## src/rtl/irq_disp_pkg.sv

```systemverilog
package irq_disp_pkg;

  localparam int N_PERIPH = 14;
  localparam int N_IDWORD = 3;

  typedef enum logic [1:0] {
    ST_IDLE,
    ST_WAIT,
    ST_PUSH,
    ST_VECTOR
  } seq_state_t;

  // identification word that carries peripheral p
  function automatic int word_of(input int p);
    if (p <= 8) return 0;
    if (p <= 11) return 1;
    return 2;
  endfunction

  // bit position of peripheral p inside its word
  function automatic int bit_of(input int p);
    if (p <= 8) return p;
    if (p <= 11) return p - 9;
    return p - 12;
  endfunction

  // which peripherals land on word w, bit b
  function automatic logic [N_PERIPH-1:0] slot_mask(input int w, input int b);
    logic [N_PERIPH-1:0] m;
    m = '0;
    for (int p = 0; p < N_PERIPH; p++)
      if (word_of(p) == w && bit_of(p) == b) m[p] = 1'b1;
    return m;
  endfunction

endpackage

```

## src/rtl/irq_id_reduce.sv

```systemverilog
module irq_id_reduce #(
  parameter int N_PERIPH = 14,
  parameter int SRC_PER  = 4
) (
  input  logic [N_PERIPH*SRC_PER-1:0] flag,
  input  logic [N_PERIPH*SRC_PER-1:0] en,
  output logic [N_PERIPH-1:0]         hit
);
  for (genvar p = 0; p < N_PERIPH; p++) begin : g_periph
    assign hit[p] = |(flag[p*SRC_PER +: SRC_PER] & en[p*SRC_PER +: SRC_PER]);
  end
endmodule

```

## src/rtl/irq_id_pack.sv

```systemverilog
module irq_id_pack
  import irq_disp_pkg::*;
#(
  parameter int ID_W = 16
) (
  input  logic [N_PERIPH-1:0]      hit,
  output logic [N_IDWORD*ID_W-1:0] words
);
  for (genvar w = 0; w < N_IDWORD; w++) begin : g_word
    for (genvar b = 0; b < ID_W; b++) begin : g_bit
      localparam logic [N_PERIPH-1:0] MASK = slot_mask(w, b);
      assign words[w*ID_W + b] = |(hit & MASK);
    end
  end
endmodule

```

## src/rtl/irq_sequencer.sv

```systemverilog
module irq_sequencer
  import irq_disp_pkg::*;
(
  input  logic clk,
  input  logic rst_n,
  input  logic req_any,
  input  logic excp_win,
  input  logic instr_done,
  input  logic gie,
  output logic take,
  output logic push_req,
  output logic load_pc
);
  seq_state_t state_q;
  logic [1:0] need_q;
  logic       req_q;
  logic       win_q;

  assign take     = (state_q == ST_IDLE) && req_q && gie;
  assign push_req = (state_q == ST_PUSH);
  assign load_pc  = (state_q == ST_VECTOR);

  always_ff @(posedge clk) begin
    if (!rst_n) begin
      state_q <= ST_IDLE;
      need_q  <= '0;
      req_q   <= 1'b0;
      win_q   <= 1'b0;
    end else begin
      req_q <= req_any;
      win_q <= excp_win;
      unique case (state_q)
        ST_IDLE: if (take) begin
          state_q <= ST_WAIT;
          need_q  <= win_q ? 2'd2 : 2'd1;
        end
        ST_WAIT: if (instr_done) begin
          need_q <= need_q - 2'd1;
          if (need_q == 2'd1) state_q <= ST_PUSH;
        end
        ST_PUSH:   state_q <= ST_VECTOR;
        ST_VECTOR: state_q <= ST_IDLE;
        default:   state_q <= ST_IDLE;
      endcase
    end
  end

  a_r5_take_needs_gie: assert property (@(posedge clk) disable iff (!rst_n)
    take |-> gie);
  a_r6_push_after_done: assert property (@(posedge clk) disable iff (!rst_n)
    $rose(push_req) |-> $past(instr_done));
  a_r8_push_then_load: assert property (@(posedge clk) disable iff (!rst_n)
    push_req |=> (load_pc && !push_req));
  a_r8_load_single: assert property (@(posedge clk) disable iff (!rst_n)
    load_pc |=> !load_pc);
  a_r8_strobes_exclusive: assert property (@(posedge clk) disable iff (!rst_n)
    $onehot0({take, push_req, load_pc}));
endmodule

```

## src/rtl/irq_dispatch.sv

```systemverilog
module irq_dispatch
  import irq_disp_pkg::*;
#(
  parameter int SRC_PER = 4,
  parameter int ID_W    = 16,
  parameter int VEC_W   = 16,
  localparam int N_SRC  = N_PERIPH * SRC_PER
) (
  input  logic             clk,
  input  logic             rst_n,
  input  logic [N_SRC-1:0] src_flag,
  input  logic [N_SRC-1:0] src_en,
  input  logic             gie_wr,
  input  logic             gie_wdata,
  output logic             gie,
  input  logic             vec_wr,
  input  logic [VEC_W-1:0] vec_wdata,
  input  logic             excp_win,
  input  logic             instr_done,
  output logic [ID_W-1:0]  id_word_a,
  output logic [ID_W-1:0]  id_word_b,
  output logic [ID_W-1:0]  id_word_c,
  output logic             irq_take,
  output logic             push_req,
  output logic             load_pc,
  output logic [VEC_W-1:0] vec_addr
);
  logic [N_PERIPH-1:0]      hit;
  logic [N_IDWORD*ID_W-1:0] words;
  logic                     gie_q;
  logic [VEC_W-1:0]         vec_q;

  irq_id_reduce #(.N_PERIPH(N_PERIPH), .SRC_PER(SRC_PER)) u_reduce (
    .flag(src_flag), .en(src_en), .hit(hit)
  );

  irq_id_pack #(.ID_W(ID_W)) u_pack (
    .hit(hit), .words(words)
  );

  irq_sequencer u_seq (
    .clk(clk), .rst_n(rst_n), .req_any(|hit), .excp_win(excp_win),
    .instr_done(instr_done), .gie(gie_q), .take(irq_take),
    .push_req(push_req), .load_pc(load_pc)
  );

  assign id_word_a = words[0*ID_W +: ID_W];
  assign id_word_b = words[1*ID_W +: ID_W];
  assign id_word_c = words[2*ID_W +: ID_W];
  assign gie       = gie_q;
  assign vec_addr  = vec_q;

  always_ff @(posedge clk) begin
    if (!rst_n) begin
      gie_q <= 1'b0;
      vec_q <= '0;
    end else begin
      if (irq_take)    gie_q <= 1'b0;
      else if (gie_wr) gie_q <= gie_wdata;
      if (vec_wr) vec_q <= vec_wdata;
    end
  end

  a_r4_take_follows_request: assert property (@(posedge clk) disable iff (!rst_n)
    irq_take |-> $past(|src_flag & |src_en));
  a_r5_gie_dropped: assert property (@(posedge clk) disable iff (!rst_n)
    irq_take |=> !gie);
  a_r9_vector_loaded: assert property (@(posedge clk) disable iff (!rst_n)
    vec_wr |=> (vec_addr == $past(vec_wdata)));
endmodule

```

## config.mk

```make
export PLATFORM = sky130hd
export DESIGN_NAME = irq_dispatch
export DESIGN_NICKNAME = d
export VERILOG_FILES = /design/src/rtl/irq_disp_pkg.sv /design/src/rtl/irq_id_reduce.sv /design/src/rtl/irq_id_pack.sv /design/src/rtl/irq_sequencer.sv /design/src/rtl/irq_dispatch.sv
export SDC_FILE = /design/constraint.sdc
export NUM_CORES = 1
export LEC_CHECK = 0
export BUFFER_PORTS_ARGS = -buffer_cell sky130_fd_sc_hd__buf_2
export CORE_MARGIN = 10
export CORE_UTILIZATION = 31
export CTS_CLUSTER_DIAMETER = 40
export CTS_CLUSTER_SIZE = 20
export DETAILED_ROUTE_END_ITERATION = 10
export HOLD_SLACK_MARGIN = 0.03
export PLACE_DENSITY = 0.89
export SLEW_MARGIN = 10
export SYNTH_ARGS = -nofsm -noshare
export SYNTH_HDL_FRONTEND = slang
export SYNTH_SLANG_ARGS = --single-unit
```

## constraint.sdc

```tcl
create_clock -name clk -period 2 [get_ports clk]
set_input_delay 0.4 -clock clk [delete_from_list [all_inputs] [get_ports clk]]
set_output_delay 0.4 -clock clk [all_outputs]
set_load 0.03 [all_outputs]
```

Word level (Yosys, flattened, before mapping)
Index checks and enable logic that the tools add are counted.

operators by class
  add/sub/neg operators = 1
  equality and inequality tests = 7
  muxes and demuxes = 8
  bitwise logic cells = 15
  reduce and logical (&&, ||, !) cells = 22

operator list
  kind                   count
  $and A4 B4 Y4          14
  $reduce_or A4 Y1       14
  $reduce_or A56 Y1      1
  $mux W2                6
  $pmux W2 S4            1
  $reduce_and A3 Y1      2
  $eq A2 B1 Y1 const B   2
  $eq A2 B2 Y1 const B   2
  $ne A2 B2 Y1 const B   2
  $pmux W2 S2            1
  $logic_and A1 B1 Y1    2
  $logic_not A2 Y1       1
  $ne A2 B1 Y1 const B   1
  $reduce_bool A2 Y1     1
  $reduce_or A2 Y1       1
  $sub A2 B1 Y2 const B  1
  $not A1 Y1             1

storage, ports and cells
  bits in registers = 23
  input port bits = 135
  word-level logic and storage cells = 59

Depth between registers and ports, before layout
Gate-level depths: netlist of the first run.

  depth in word-level cells = 5
  depth in mapped cells = 6
  depth with buffers taken out = 6

Hierarchy
Synthesis of the first run repeated with hierarchy kept, for this count alone.

unflattened totals
  cell total of the unflattened synthesis = 187
  area, all modules = 1675.4 µm²

by module, submodules not included
  module         instances  cells an instance  area an instance (µm²)
  irq_dispatch   1          59                 681.9
  irq_sequencer  1          37                 366.6
  irq_id_pack    1          49                 364.1
  irq_id_reduce  1          42                 262.8

Worst setup path before layout of the first run
Ideal clock, no wire load.

  path kind = register -> register
  start point = reg u_seq.state_q[1]
  end point = reg u_seq.need_q[0]
  library setup time = 0.071 ns
  data arrival time = 1.397 ns
  required time = 1.929 ns
  setup slack = 0.533 ns
  stages on the path, launching flop included = 7
  buffers on the path = 0
  cell sequence = dfxtp_1 -> inv_1 -> ha_1 -> mux2i_1 -> a21o_1 -> or3_1 -> a21oi_1

on the way
  longest elaborated chain between the ends = 5

RTL lines
  what                               line                                      source
  start, declared                    irq_sequencer.sv:14                       seq_state_t state_q;
  start signal, assigned             irq_sequencer.sv:25                       state_q <= ST_IDLE;
  start signal, assigned             irq_sequencer.sv:34                       state_q <= ST_WAIT;
  start signal, assigned             irq_sequencer.sv:39                       if (need_q == 2'd1) state_q <= ST_PUSH;
  $logic_not A2 Y1                   irq_sequencer.sv:19, irq_sequencer.sv:32
  $logic_and A1 B1 Y1 (2 in series)  irq_sequencer.sv:19                       assign take = (state_q == ST_IDLE) && req_q && gie;
  $ne A2 B2 Y1 (no line)             --
  $reduce_and A3 Y1 (no line)        --
  end signal, assigned               irq_sequencer.sv:35                       need_q <= win_q ? 2'd2 : 2'd1;
  end signal, assigned               irq_sequencer.sv:38                       need_q <= need_q - 2'd1;
  end, declared                      irq_sequencer.sv:15                       logic [1:0] need_q;

Several ways; a longest one is shown, not always the timed one.
A chain may end at the register's enable or synchronous reset.

Final worst setup path of the first run
  start point = reg u_seq.state_q[0]
  end point = out irq_take

on the way
  longest elaborated chain between the ends = 3

RTL lines
  what                               line                 source
  $logic_not A2 Y1                   irq_sequencer.sv:19
  $logic_and A1 B1 Y1 (2 in series)  irq_sequencer.sv:19
  end, declared                      irq_dispatch.sv:23   output logic irq_take,

Every way passes these cells.

==> impl_metrics.toml, run 1 <==
[cts]
clock_latency_ns = 0.26
cts_tree = "done"
path_clk_slew_ns = 0.08
cts.sinks = 23
cts_made_buffers = 3
cts_htree_levels = 1
cts_hold_buf = 0
cts_setup_buffers = 0
cts_root_buf = "clkbuf_8"
cts_resized = 0
cts_buffer_depth = 2

[power]
power_mw = 1.51
comb_power_share_pct = 45.6
intPower_mw = 0.920
swShare_pct = 39.2
seqPwrFrac_pct = 36.0
clock_power_share_pct = 18.4
power-per-cell-area_nw_per_um2 = 662
power.static_leakage_nw = 1.35
ir_drop_mv = 0.289
switching_power_mw = 0.594

[sta]
setup-tns-final_ns = 0
setup_violations = 0
timing.final.max_slew_violations = 0
layout_min_cycle_time_ns = 1.76
tightest_slew_ns = 0.490
relSlewSlack_pct = 67.0
timing.hold.ws_ns = 0.358
max_freq_mhz = 567
grt_setup_unrepaired = "false"
hold_viol = 0
post-route-period-util_pct = 88.1
clock_skew_ns = 0.00169

[logic_synthesis]
synth_top_area_share_pct = 31.2
yosys-top-cells-area = "dfxtp_1 (31%), buf_4 (17%), a22oi_1 (15%), mux2i_1 (13%), nor2_1 (5.3%)"
synthCells = 172
synth_flop_cell = "dfxtp_1"
yosysWarnings = 0
avgSynthCellArea_um2 = 8.58
ys_types = 22
yosysSeqAreaShare_pct = 31.2
ys_ff_latch = 23
synthArstFlopShare_pct = 0
synth_area_leader_cell = "dfxtp_1"
synth-edff-count = 0
syn_area_um2 = 1480

[grt]
grt_max_degree = 17
gr-total-overflow = 0
grt_usage_pct = 15.4
grt_pass1_wl_um = 9680
antenna_found_initial = 0
grt_pass1_vias = 1929

[setup_path]
slowest_stage = "dfxtp_1"
path_cells = "inv_1 > ha_1 > and3_1 > buf_2"
cp_top_family = "flip-flops"
crit_type = "flip-flop to primary output"
startpoint_type = "flip-flop"
crit_buf_inv = 2
cp.arrival_ns = 1.36
cp_slowest_stage_delay_ns = 0.39
crit_required_ns = 1.60
crit_path_max_fanout = 4
end_kind = "primary output"

[outcome]
status = "complete, no violations"

[finish]
layout.nets = 482
final_cell_mix = "buf_2 (168), conb_1 (34), a22oi_1 (29)"
stdcell_count = 394
diodes = 0
final_common_cell = "buf_2"
fin_util_pct = 49.1
final_layout_size_suffix_gt1_share_pct = 51.2
n_fill_cell = 445
area_growth_pct = 55.1

[drt]
routed_wl_um = 6770
wire_per_inst_um = 17.2
highest_layer = "met4"
first_iter_violations = 56
first_pass_iters = 4
routed-wl-met2_um = 3650
vias = 1795
routed-wl-met3_um = 669
drcViolationCount = 0
routed_via_density = 4.56
drtAntennaViolNets = 0
wl_met1_um = 2380

[place]
place_inst = 390
routabilityCongestion = 0.788
dp.final_hpwl_um = 6220
io_buffers = 168

[floorplanning]
rows = 25
pin_count = 203
die_height_um = 89.0
fp.dieW_um = 89.0
die_area_um2 = 7920
core_area_um2 = 4660
start_util_pct = 31.7

[worst_hold_path]
hold_path.class = "primary input to flip-flop"

[job]
cap_viol_max_count = 0
## kinds of logic after synthesis
group,after synthesis,synth area share [%]
adder cells (fa/ha/maj),6,5.09
AND/OR/NAND/NOR,45,13.0
buffers and inverters,42,19.5
AO/OA/AOI/OAI,36,18.1
flip-flops,23,31.2
other,1,0.254
multiplexers,19,12.9
## worst reg2reg max path, stage by stage, from the launching register on
cell and delay [ns]:
dfxtp_1 0.39, inv_1 0.10, ha_1 0.25, mux2i_1 0.15, a21o_1 0.19, or3_1 0.35, a21oi_1 0.14
## through the flow
step,cell area (µm²),setup slack [ns]
global placement,2240,0.272
CTS,2290,0.234
global route,2290,0.146
finish,2290,0.238
detailed placement,2240,0.298
floorplan,1600,0.533
## cell type report
type / count / area (µm²) / area share [%]
multi-input combinational: 140 / 851 / 37.2
timing repair buffer: 169 / 848 / 37.1
sequential: 23 / 460 / 20.1
clock buffer: 3 / 41.3 / 1.80
tap: 54 / 67.6 / 2.95
clock inverter: 1 / 5.00 / 0.219
inverter: 4 / 15.0 / 0.656
## state kept, by name (all words and copies together) (netlist names)
signal,flops
u_seq.state_q,2
u_seq.req_q,1
u_seq.need_q,2
vec_addr,16
u_seq.win_q,1
gie,1
## power by group through the flow
stage / clock network [mW] / logic (mW) / registers [mW]
5_1_grt: 0.318 / 0.751 / 0.552
2_1_floorplan: 0 / 0.462 / 0.590
4_1_cts: 0.294 / 0.691 / 0.545
3_5_place_dp: 0 / 0.689 / 0.556
6_report: 0.279 / 0.690 / 0.545
3_3_place_gp: 0 / 0.658 / 0.552
## cells in the mapped netlist, types with 2 or more instances
cell type / count
ha_1: 6
nor2_1: 21
inv_1: 4
dfxtp_1: 23
buf_4: 34
mux2i_1: 19
a22oi_1: 29
buf_2: 2
nand2_1: 16
a211oi_1: 3
nor4_1: 3
clkbuf_1: 2
## worst paths after layout
path                                  startpoint              end  slack [ns]  cells after the start
worst max-delay path            u_seq.state_q[0]         irq_take        0.24                      4
worst min-delay path                    excp_win      u_seq.win_q        0.36                      2
worst max register to register  u_seq.state_q[1]  u_seq.need_q[0]        0.37                      6
worst min register to register   u_seq.need_q[1]  u_seq.need_q[1]        0.49                      2
## metal layers
metal | track usage [%] | up-vias
met5 | 0 | -
met4 | 3.03 | 0
met3 | 6.20 | 4
met2 | 29.1 | 92
met1 | 15.6 | 819
li1 | - | 880
(Power assumes the default switching activity.)
==> run 2: changes to the inputs <==
Settings changed: GPL_TIMING_DRIVEN set to 0.
==> run 2 against run 1 <==
Net effect:
- maximum frequency rose by 1.6%
- first-iteration DRC count fell by 16%
- sequential share of layout area fell by 2.1 points
- register-to-register slack improved by 0.02 ns
- largest power group unchanged
- worst hold slack improved by 0.0083 ns
- count of clock-buffer cells in the layout did not move
- non-clock buffer count rose by 36
- setup slack improved by 0.028 ns
- largest cell class is now buffers
==> impl_metrics.toml, run 2 (synthesis results as in run 1) <==
[outcome]
status = "complete, no violations"

[setup_path]
crit_path_max_fanout = 4
r2r-start = "u_seq.state_q[1]"
crit_type = "flip-flop to primary output"
ff2ff_path_depth = 6
startpoint_type = "flip-flop"
cp.arrival_ns = 1.33
crit_buf_inv = 2
cp_top_family = "flip-flops"
path_cells = "inv_1 > ha_1 > and3_1 > buf_2"
crit_start = "u_seq.state_q[0]"
cp_num_cells = 4
slowest_stage = "dfxtp_1"
cp_slowest_stage_delay_ns = 0.39
crit_required_ns = 1.60
end_kind = "primary output"

[drt]
routed_wl_um = 6940
drcViolationCount = 0
first_iter_violations = 47
first_pass_iters = 4
wl_met1_um = 2240
routed_via_density = 4.30
vias = 1850
routed-wl-met3_um = 888
routed-wl-met2_um = 3740
highest_layer = "met4"
wire_per_inst_um = 16.1
drtAntennaViolNets = 0

[cts]
cts_htree_levels = 1
clock_latency_ns = 0.25
cts_buffer_depth = 2
path_clk_slew_ns = 0.09
cts_setup_buffers = 0
cts_made_buffers = 3
cts.sinks = 23
cts_root_buf = "clkbuf_8"
cts_resized = 0
cts_tree = "done"
cts_hold_buf = 0

[power]
power-per-cell-area_nw_per_um2 = 615
power.static_leakage_nw = 1.53
comb_power_share_pct = 47.0
seqPwrFrac_pct = 34.8
swShare_pct = 38.5
switching_power_mw = 0.603
ir_drop_mv = 0.299
intPower_mw = 0.964
clock_power_share_pct = 18.3

[place]
routabilityCongestion = 0.865
post-place-ws_ns = 0.298
place_inst = 426
io_buffers = 167
dp.final_hpwl_um = 6480

[sta]
hold_viol = 0
setup_violations = 0
max_freq_mhz = 577
fin_ws_ns = 0.266
relSlewSlack_pct = 65.4
timing.final.max_slew_violations = 0
clock_skew_ns = 0.000614
grt_setup_unrepaired = "false"
post-route-period-util_pct = 86.7
tightest_slew_ns = 0.518
layout_min_cycle_time_ns = 1.73
setup-tns-final_ns = 0

[finish]
largest_register_ffs = 16
diodes = 0
final_cell_mix = "buf_2 (169), buf_4 (34), conb_1 (34)"
final_layout_size_suffix_gt1_share_pct = 55.3
stdcell_count = 430
area_growth_pct = 72.8
final_common_cell = "buf_2"
layout.nets = 518

[job]
cap_viol_max_count = 0

[grt]
grt_pass1_wl_um = 10400
antenna_found_initial = 0
grt_usage_pct = 16.6
grt_max_degree = 14
gr-total-overflow = 0
grt_pass1_vias = 2051

[floorplanning]
fp.dieW_um = 89.0
start_util_pct = 31.7
core_area_um2 = 4660
die_area_um2 = 7920
rows = 25
die_height_um = 89.0
pin_count = 203

[worst_hold_path]
hold_depth = 3
hp-start = "vec_wdata[2]"
hold_path.class = "primary input to flip-flop"
==> run 2: worst min-delay path: stages <==
cell and delay (ns):
buf_2 0.07, mux2i_1 0.05, nor2_1 0.07
==> run 2: final timing paths <==
kind	to	slack [ns]
setup reg to reg	u_seq.need_q[0]	0.39
setup / recovery	irq_take	0.27
hold reg to reg	u_seq.need_q[1]	0.49
hold / removal	vec_addr[2]	0.37
==> run 2: layout make-up <==
| type | instances | area (µm²) |
|---|---|---|
| clock inverter | 1 | 5.00 |
| fill | 402 | 2110 |
| buffer | 38 | 273 |
| clock buffer | 3 | 41.3 |
| sequential | 23 | 460 |
| tap | 54 | 67.6 |
| timing repair buffer | 167 | 836 |
| multi-input combinational | 140 | 851 |
| inverter | 4 | 15.0 |
==> run 2: per-layer routing <==
layer / GRT usage [%] / up-vias
li1: - / 949
met1: 15.4 / 796
met2: 31.8 / 97
met3: 8.48 / 8
met4: 2.89 / 0
met5: 0 / -
==> run 2: through the flow <==
stage	util [%]	hold slack, ns	power (mW)	area, µm²
6_report	54.7	0.367	1.57	2550
5_1_grt	54.7	0.369	1.68	2550
4_1_cts	54.7	0.362	1.57	2550
3_5_place_dp	53.7	0.478	1.29	2500
3_3_place_gp	53.7	0.460	1.26	2500
2_1_floorplan	-	0.441	1.05	1600
==> run 2: power groups by stage <==
| stage | clock, mW | combinational, mW | sequential [mW] |
|---|---|---|---|
| 3_3_place_gp | 0 | 0.708 | 0.551 |
| 2_1_floorplan | 0 | 0.462 | 0.590 |
| 5_1_grt | 0.316 | 0.815 | 0.552 |
| 4_1_cts | 0.294 | 0.733 | 0.545 |
| 6_report | 0.286 | 0.736 | 0.545 |
| 3_5_place_dp | 0 | 0.732 | 0.555 |
